### src/rtl/simd_pkg.sv
package simd_pkg;
    typedef enum logic [1:0] {
        FMT_BYTE = 2'd0,
        FMT_HALF = 2'd1,
        FMT_WORD = 2'd2,
        FMT_RSVD = 2'd3
    } lane_fmt_e;

    typedef enum logic {
        ST_IDLE   = 1'b0,
        ST_RESULT = 1'b1
    } out_state_e;

    typedef struct packed {
        logic sub;
        logic sgn;
        logic sat;
        logic half;
        logic rnd;
    } lane_ctl_t;
endpackage

### src/rtl/simd_lane_alu.sv
module simd_lane_alu
    import simd_pkg::*;
#(
    parameter int LW = 8
) (
    input  logic [LW-1:0] a,
    input  logic [LW-1:0] b,
    input  lane_ctl_t     ctl,
    output logic [LW-1:0] res,
    output logic          ovf
);
    localparam int EW = LW + 2;
    localparam logic signed [EW-1:0] SMAX = {3'b000, {(LW-1){1'b1}}};
    localparam logic signed [EW-1:0] SMIN = {3'b111, {(LW-1){1'b0}}};
    localparam logic signed [EW-1:0] UMAX = {2'b00, {LW{1'b1}}};

    logic signed [EW-1:0] ea, eb, total, rounded, halved, hi, lo;
    logic                 above, below;

    always_comb begin
        ea      = ctl.sgn ? {{2{a[LW-1]}}, a} : {2'b00, a};
        eb      = ctl.sgn ? {{2{b[LW-1]}}, b} : {2'b00, b};
        total   = ctl.sub ? (ea - eb) : (ea + eb);
        rounded = total + $signed({{(EW-1){1'b0}}, ctl.rnd});
        halved  = rounded >>> 1;
        hi      = ctl.sgn ? SMAX : UMAX;
        lo      = ctl.sgn ? SMIN : '0;
        above   = total > hi;
        below   = total < lo;
        ovf     = !ctl.half && (above || below);
        if (ctl.half)
            res = halved[LW-1:0];
        else if (ctl.sat && above)
            res = hi[LW-1:0];
        else if (ctl.sat && below)
            res = lo[LW-1:0];
        else
            res = total[LW-1:0];
    end
endmodule

### src/rtl/simd_lane_bank.sv
module simd_lane_bank
    import simd_pkg::*;
#(
    parameter int DATA_W = 32,
    parameter int LW     = 8
) (
    input  logic [DATA_W-1:0] a,
    input  logic [DATA_W-1:0] b,
    input  lane_ctl_t         ctl,
    output logic [DATA_W-1:0] res,
    output logic              any_ovf
);
    localparam int NL = DATA_W / LW;

    logic [NL-1:0] lane_ovf;

    for (genvar i = 0; i < NL; i++) begin : g_lane
        simd_lane_alu #(.LW(LW)) u_lane (
            .a   (a[i*LW +: LW]),
            .b   (b[i*LW +: LW]),
            .ctl (ctl),
            .res (res[i*LW +: LW]),
            .ovf (lane_ovf[i])
        );
    end

    assign any_ovf = |lane_ovf;
endmodule

### src/rtl/simd_addsub_unit.sv
module simd_addsub_unit
    import simd_pkg::*;
#(
    parameter int DATA_W   = 32,
    parameter int FLAG_W   = 8,
    parameter int FLAG_BIT = 4
) (
    input  logic              clk,
    input  logic              rst_n,
    input  logic              op_valid,
    input  logic [DATA_W-1:0] op_a,
    input  logic [DATA_W-1:0] op_b,
    input  logic [1:0]        op_fmt,
    input  logic              op_sub,
    input  logic              op_signed,
    input  logic              op_sat,
    input  logic              op_half,
    input  logic              op_round,
    output logic              res_valid,
    output logic [DATA_W-1:0] res_data,
    output logic [FLAG_W-1:0] flag_mask,
    output logic [FLAG_W-1:0] flag_value
);
    localparam int BYTE_W = DATA_W / 4;
    localparam int HALF_W = DATA_W / 2;
    localparam logic [FLAG_W-1:0] OVF_ONE = FLAG_W'(1) << FLAG_BIT;

    lane_ctl_t         ctl;
    logic [DATA_W-1:0] res_b, res_h, res_w, res_sel;
    logic              ovf_b, ovf_h, ovf_w, ovf_sel;
    logic              ovf_q;
    out_state_e        state_q, state_d;

    assign ctl = '{sub: op_sub, sgn: op_signed, sat: op_sat,
                   half: op_half, rnd: op_round};

    simd_lane_bank #(.DATA_W(DATA_W), .LW(BYTE_W)) u_bank_b (
        .a(op_a), .b(op_b), .ctl(ctl), .res(res_b), .any_ovf(ovf_b));
    simd_lane_bank #(.DATA_W(DATA_W), .LW(HALF_W)) u_bank_h (
        .a(op_a), .b(op_b), .ctl(ctl), .res(res_h), .any_ovf(ovf_h));
    simd_lane_bank #(.DATA_W(DATA_W), .LW(DATA_W)) u_bank_w (
        .a(op_a), .b(op_b), .ctl(ctl), .res(res_w), .any_ovf(ovf_w));

    always_comb begin
        unique case (lane_fmt_e'(op_fmt))
            FMT_BYTE: begin res_sel = res_b; ovf_sel = ovf_b; end
            FMT_HALF: begin res_sel = res_h; ovf_sel = ovf_h; end
            default:  begin res_sel = res_w; ovf_sel = ovf_w; end
        endcase
    end

    // next-state logic
    always_comb begin
        state_d = state_q;
        unique case (state_q)
            ST_IDLE:   if (op_valid)  state_d = ST_RESULT;
            ST_RESULT: if (!op_valid) state_d = ST_IDLE;
            default:   state_d = ST_IDLE;
        endcase
    end

    // state register
    always_ff @(posedge clk or negedge rst_n) begin
        if (!rst_n) state_q <= ST_IDLE;
        else        state_q <= state_d;
    end

    // result capture
    always_ff @(posedge clk or negedge rst_n) begin
        if (!rst_n) begin
            res_data <= '0;
            ovf_q    <= 1'b0;
        end else if (op_valid) begin
            res_data <= res_sel;
            ovf_q    <= ovf_sel;
        end
    end

    // outputs
    always_comb begin
        res_valid  = (state_q == ST_RESULT);
        flag_mask  = (res_valid && ovf_q) ? OVF_ONE : '0;
        flag_value = flag_mask;
    end
endmodule

### config.mk
export PLATFORM = sky130hd
export DESIGN_NAME = simd_addsub_unit
export DESIGN_NICKNAME = d
export VERILOG_FILES = /design/src/rtl/simd_pkg.sv /design/src/rtl/simd_lane_alu.sv /design/src/rtl/simd_lane_bank.sv /design/src/rtl/simd_addsub_unit.sv
export SDC_FILE = /design/constraint.sdc
export NUM_CORES = 1
export LEC_CHECK = 0
export ABC_AREA = 1
export BUFFER_PORTS_ARGS = -buffer_cell sky130_fd_sc_hd__buf_2
export CAP_MARGIN = 20
export CORE_MARGIN = 3
export CORE_UTILIZATION = 40
export DETAILED_ROUTE_END_ITERATION = 8
export PLACE_DENSITY_LB_ADDON = 0.08
export RECOVER_POWER = 100
export SYNTH_ARGS = -nofsm -noshare
export SYNTH_HDL_FRONTEND = slang
export SYNTH_SLANG_ARGS = --single-unit
### constraint.sdc
create_clock -name clk -period 0.92 [get_ports clk]
set_input_delay 0.092 -clock clk [delete_from_list [all_inputs] [get_ports clk]]
set_output_delay 0.092 -clock clk [all_outputs]
set_load 0.02 [all_outputs]
### After elaboration in Yosys (flattened, before gate mapping)

Index checks and enable logic that the tools add are counted.

| cells by class | value |
|---|---|
| eq/ne operators | 1 |
| reductions and logical operators | 33 |
| $lt $le $gt $ge | 14 |
| multiplexer cells | 52 |
| $add $sub $neg | 21 |

Operators by type and width:

| operator | number |
|---|---|
| 2-to-1 mux 34 bit | 4 |
| 2-to-1 mux 10 bit | 13 |
| 2-to-1 mux 32 bit | 4 |
| 2-to-1 mux 18 bit | 7 |
| 2-to-1 mux 16 bit | 7 |
| 2-to-1 mux 8 bit | 13 |
| one-hot mux 32 bit (2 select lines) | 1 |
| adder 10 bit | 4 |
| greater-than comparator 10 x 9 -> 1 bit | 4 |
| < comparator 10 bit | 4 |
| subtractor 10 bit | 4 |
| adder 18 bit | 2 |
| adder 9 x 2 -> 9 bit | 4 |
| greater-than comparator 18 x 17 -> 1 bit | 2 |
| < comparator 18 bit | 2 |
| subtractor 18 bit | 2 |
| adder 17 x 2 -> 17 bit | 2 |
| adder 34 bit | 1 |
| greater-than comparator 34 x 33 -> 1 bit | 1 |
| < comparator 34 bit | 1 |
| subtractor 34 bit | 1 |
| adder 33 x 2 -> 33 bit | 1 |
| logical AND 1 bit | 22 |
| logical OR 1 bit | 7 |
| 8 further kinds | 8 |

| word-level totals | value |
|---|---|
| register bits after elaboration | 34 |
| logic and storage cells | 124 |
| input port bits | 74 |
| output and inout bits | 49 |

### Depth between registers and ports, before layout

| logic depth | value |
|---|---|
| depth in word-level cells | 9 |
| depth in mapped cells | 40 |
| mapped depth without buffers | 39 |

### Modules after synthesis

From an unflattened synthesis, not the netlist that was laid out.

| unflattened totals | value |
|---|---|
| cells, all modules | 3156 |
| area total of the unflattened synthesis | 17095.1 µm² |

Modules (own cells, without submodules):

| module | area each (µm²) | cells an instance | seq. area each (µm²) | instances |
|---|---|---|---|---|
| simd_lane_alu at u_bank_w.g_lane[0].u_lane | 5114.9 | 1026 | 0.0 | 1 |
| simd_lane_alu at u_bank_b.g_lane[1].u_lane ... | 1213.7 | 218 | 0.0 | 3 |
| simd_lane_alu at u_bank_h.g_lane[1].u_lane | 2537.4 | 492 | 0.0 | 1 |
| simd_lane_alu at u_bank_h.g_lane[0].u_lane | 2336.0 | 454 | 0.0 | 1 |
| simd_addsub_unit | 2207.1 | 306 | 850.8 | 1 |
| simd_lane_alu at u_bank_b.g_lane[0].u_lane | 1236.2 | 218 | 0.0 | 1 |
| simd_lane_bank at u_bank_b ... | 11.3 | 3 | 0.0 | 2 |

### Least setup slack after synthesis

Ideal clock, no wire load.

| timing path | value |
|---|---|
| kind | input-to-reg |
| from | input port op_sub |
| to | register res_data[3] |
| buffers on the path | 4 |
| arrival time | 4.550 ns |
| path slack | -3.751 ns |
| stages | 34 |
| setup time | 0.120 ns |
| data required time | 0.800 ns |
| path through | clkbuf_1 inv_1 clkbuf_1 buf_1 o41ai_1 nand2_1 xor2_1 inv_1 ha_1 nand2_1 inv_1 nand2_1 nand2_1 inv_1 nand2_1 a21oi_1 nand2_1 a211o_1 xor2_1 inv_1 ha_1 nand2_1 o21ai_0 xor2_1 inv_1 nor2_1 inv_1 clkbuf_1 a21oi_1 nand2_1 nand2_1 a21oi_1 o21ai_1 nand2_1 |

| on the way | value |
|---|---|
| longest elaborated chain between the ends | 7 |
| elaborated cells between the ends (all ways) | 28 |
| those cells by class | add/sub: 3; order compare: 6; mux: 13; reduce/logical: 6 |

RTL lines:

| item | RTL line | source |
|---|---|---|
| from (decl) | simd_addsub_unit.sv:14 | `input logic op_sub,` |
| 2-to-1 mux 34 bit (tied with other cells) | simd_lane_alu.sv:23 | `total = ctl.sub ? (ea - eb) : (ea + eb);` |
| < comparator 34 bit (tied with other cells) | simd_lane_alu.sv:29 | `below = total < lo;` |
| logical AND 1 bit | simd_lane_alu.sv:35 | `else if (ctl.sat && below)` |
| 2-to-1 mux 32 bit (tied with other cells) | simd_lane_alu.sv:35 |  |
| 2-to-1 mux 32 bit (tied with other cells) | simd_lane_alu.sv:33 | `else if (ctl.sat && above)` |
| 2-to-1 mux 32 bit (tied with other cells) | simd_lane_alu.sv:31 | `if (ctl.half)` |
| one-hot mux 32 bit (2 select lines) (*) | simd_addsub_unit.sv:45 | `unique case (lane_fmt_e'(op_fmt))` |
| to (signal assigned) | simd_addsub_unit.sv:74 | `res_data <= res_sel;` |
| to (decl) | simd_addsub_unit.sv:20 | `output logic [DATA_W-1:0] res_data,` |

Mark *: on every way between the ends. The rest lies on a longest branch, timed or not.
A chain may end at the register's enable or synchronous reset.

### Worst setup path in the final report

| timing path | value |
|---|---|
| from | input port op_b[1] |
| to | register res_data[31] |

| on the way | value |
|---|---|
| longest elaborated chain between the ends | 9 |
| elaborated cells between the ends (all ways) | 13 |
| those cells by class | add/sub: 3; order compare: 2; mux: 6; reduce/logical: 2 |

RTL lines:

| item | RTL line | source |
|---|---|---|
| from (decl) | simd_addsub_unit.sv:12 | `input logic [DATA_W-1:0] op_b,` |
| 2-to-1 mux 34 bit (*) | simd_lane_alu.sv:22 | `eb = ctl.sgn ? {{2{b[LW-1]}}, b} : {2'b00, b};` |
| adder 34 bit / subtractor 34 bit (equally long branches) | simd_lane_alu.sv:23 |  |
| 2-to-1 mux 34 bit (*) | simd_lane_alu.sv:23 |  |
| < comparator 34 bit | simd_lane_alu.sv:29 |  |
| logical AND 1 bit | simd_lane_alu.sv:35 |  |
| 2-to-1 mux 32 bit | simd_lane_alu.sv:35 |  |
| 2-to-1 mux 32 bit | simd_lane_alu.sv:33 |  |
| 2-to-1 mux 32 bit (*) | simd_lane_alu.sv:31 |  |
| one-hot mux 32 bit (2 select lines) (*) | simd_addsub_unit.sv:45 |  |

Marks and branches as above.

==> results.cfg <==
[floorplan]
rows = 62
start_util = 0.4082
chipWidth_um = 177.6
dieArea_sq_um = 31550
die_h_um = 177.6
core_sq_um = 28860
pin_count = 123

[yosys]
ys.flop_type = dfrtp_1
syn_area_per_cell_sq_um = 5.399
netlist_area_sq_um = 11780
synthTopCellsByArea = nand2_1 (21%), inv_1 (12%), ha_1 (11%), xor2_1 (7.4%), dfrtp_1 (7.2%)
ys_warn_count = 0
synthArstFlopShare = 1.000
synth.distinct_cells = 54
syn_inst = 2182
synth_edf_count = 0
synth_top_area_share = 0.2119
synth_seq_cells = 34
yosys.area.top_type = nand2_1
synth_most_common_cell = nand2_1
seq_area_frac_synth = 0.07223
synth_common_cells = nand2_1 (665), inv_1 (363), nor2_1 (181)

[clock_network]
numCtsBuffers = 5
htreeDepth = 2
root_buffer = clkbuf_16
clk_transition_reported_paths_ns = 0.06
cts_buffer_depth = 2
cts_tree = yes
cts_sinks = 34
clock_latency_ns = 0.28

[placement]
dp_hpwl_mm = 44.82
io_buffers = 108
placed_cells = 3341
gp_congestion = 1.030

[setup_path]
cp_slowest_cell = ha_4
cp-end-kind = flip-flop
critPathMaxFanout = 4
path_class = input pin to flip-flop
required_ns = 1.09
cpMostUsedCell = buf_4
r2r-start = res_data[20]
start_kind = input pin
reg2reg_depth = 3
crit_start = op_b[1]
critical_path.max_stage_delay_ns = 0.24
arrival_ns = 4.57

[power]
p_leak_nw = 11.17
p_sw_mw = 13.57
p_per_area_nw_per_um2 = 1428
pwr-share-clk = 0.061
p_int_mw = 14.54
seq_power_share = 0.074
switching_share = 0.4829
combPwrFrac = 0.864
peakVddDrop_mv = 0.6980
power_mw = 28.11

[global_routing]
grt_pass1_wl_mm = 81.62
grt_util_all_layers = 0.3240
grt_max_degree = 28
grt-ovfl-total = 0
grt_pass1_vias = 16179
antenna_found_initial = 0

[timing]
max_freq_ghz = 0.2273
hold_viol = 0
clock_skew_ns = 0
tightest_slew_ns = 0.5668
min_period_ns = 4.400
period_share = 4.783
setup_violations = 38
timing.setup.tns_ns = -112.34
slew_viol_final = 0
maxSlewHeadroom = 0.6221
rsz0062_at_grt = yes
timing.final.ws_setup_ns = -3.480

[route]
first_iter_violations = 1202
num_vias = 16865
wl_per_cell_um = 15.38
drt-pass1-iter-count = 6
drc_errors = 0
postRouteAntennaNets = 0
wl_mm = 52.39
via_per_inst = 4.952

[worst_hold_path]
hold_path_class = input pin to flip-flop
min_from = op_valid
min_path_cells = 4

[finish]
area_growth_pct = 67.08
fin_nets = 3206
final_cells = 3406
drive_gt1_frac = 0.3657
num_antenna_cells = 0
fillers = 2766

[run_status]
violations = negative setup slack
outcome = finished, violations left

[job]
max-cap-violations = 0
[routing by layer]
layer,up-vias,part of all wire,GRT usage
li1,8629,-,-
met1,7603,0.47,0.4462
met2,527,0.45,0.5360
met3,106,0.052,0.02460
met4,0,0.033,0.1034
met5,-,0,0
[area by class of cell]
cell class,count,area (sq um),share of cell area
Clock buffer,7,142.6,0.007247
Clock inverter,1,5.005,0.0002543
Inverter,367,1391,0.07069
Multi-Input combinational cell,1730,10010,0.5086
Sequential cell,34,852.1,0.04329
Tap cell,384,480.5,0.02441
Timing Repair Buffer,883,6800,0.3455
[cell families after synthesis]
logic type / after synthesis / synth area share
AOI/OAI and AO/OA: 355 / 0.1658
xor gates and xnor gates: 118 / 0.08901
adders and majority gates: 111 / 0.1204
buffers and inverters: 431 / 0.1445
DFF: 34 / 0.07223
muxes: 1 / 0.0009559
other: 1 / 0.0003183
and+or+nand+nor: 1131 / 0.4068
[layout by cell type (no fill, tap or decap), types with 5 or more instances in the layout]
cell type | Yosys | routed
nand2_2 | 13 | 50
buf_6 | 2 | 36
o21ai_1 | 5 | 26
nand4_1 | 38 | 38
nor3_1 | 34 | 27
nor2_1 | 181 | 158
buf_4 | 16 | 757
nand2_1 | 665 | 627
or2_2 | 11 | 11
nor2_4 | 1 | 12
dfrtp_1 | 34 | 33
conb_1 | 1 | 14
a21o_1 | 5 | 5
and2_1 | 5 | 5
o21ai_0 | 120 | 82
buf_2 | 7 | 72
a21oi_1 | 160 | 139
xor2_2 | 2 | 7
nor2_2 | 7 | 19
o21bai_1 | 8 | 8
clkbuf_16 | 0 | 5
buf_12 | 0 | 12
a21oi_2 | 7 | 27
nand3b_1 | 8 | 8
inv_1 | 363 | 344
inv_2 | 3 | 17
nor3_2 | 2 | 7
nand3_2 | 4 | 14
xnor2_1 | 16 | 15
o21ai_2 | 1 | 17
nand3_1 | 153 | 140
ha_1 | 107 | 95
a31oi_1 | 12 | 12
xor2_1 | 100 | 94
ha_4 | 0 | 11
o211ai_1 | 22 | 22
[state kept, by name, summed over array words and instances, names as in the netlist]
register,flops
ovf_q,1
res_data,32
res_valid,1
[power groups by stage]
| stage | Combinational, mW | Sequential (mW) | Clock (mW) |
|---|---|---|---|
| after floorplan | 10.2 | 2.47 | 0 |
| after global placement | 21.3 | 2.04 | 0 |
| after detailed placement | 21.6 | 2.06 | 0 |
| after CTS | 23.2 | 2.06 | 1.74 |
| after global routing | 26.5 | 2.13 | 1.79 |
| final | 24.3 | 2.09 | 1.72 |
[worst max-delay path: cells and delay by family]
family / cells / cell delay, ns
buffers and inverters: 15 / 1.78
AND/OR/NAND/NOR: 15 / 1.38
AO/OA/AOI/OAI: 5 / 0.49
XOR/XNOR: 2 / 0.43
adder cells (fa/ha/maj): 2 / 0.38
[worst paths after layout]
kind,end,slack (ns)
min,res_data[16],0.21
max reg2reg,res_data[20],0.04
max,res_data[31],-3.48
max in group asynchronous,res_valid,0.04
min reg2reg,res_data[2],0.47
min in group asynchronous,res_data[7],0.32
[timing repair]
item	4_1_cts	5_1_grt
hold buffers	1	0
endpoints found under the setup margin	48	66
pin swaps	58	66
gates resized for setup	120	116
hold endpoints to repair	34	0
buffers inserted	39	15
gates cloned	3	0
[metrics by stage]
step	area (sq um)	hold slack, ns	util	setup slack, ns
global route	19680	0.2259	0.6821	-3.817
CTS	19220	0.1872	0.6660	-3.363
global placement	18310	-0.05210	0.6346	-3.928
floorplan	12130	-0.2036	-	-3.114
detailed placement	18310	-0.04678	0.6346	-3.984
finish	19680	0.2101	0.6821	-3.480
Power figures use the tool's default switching activity.
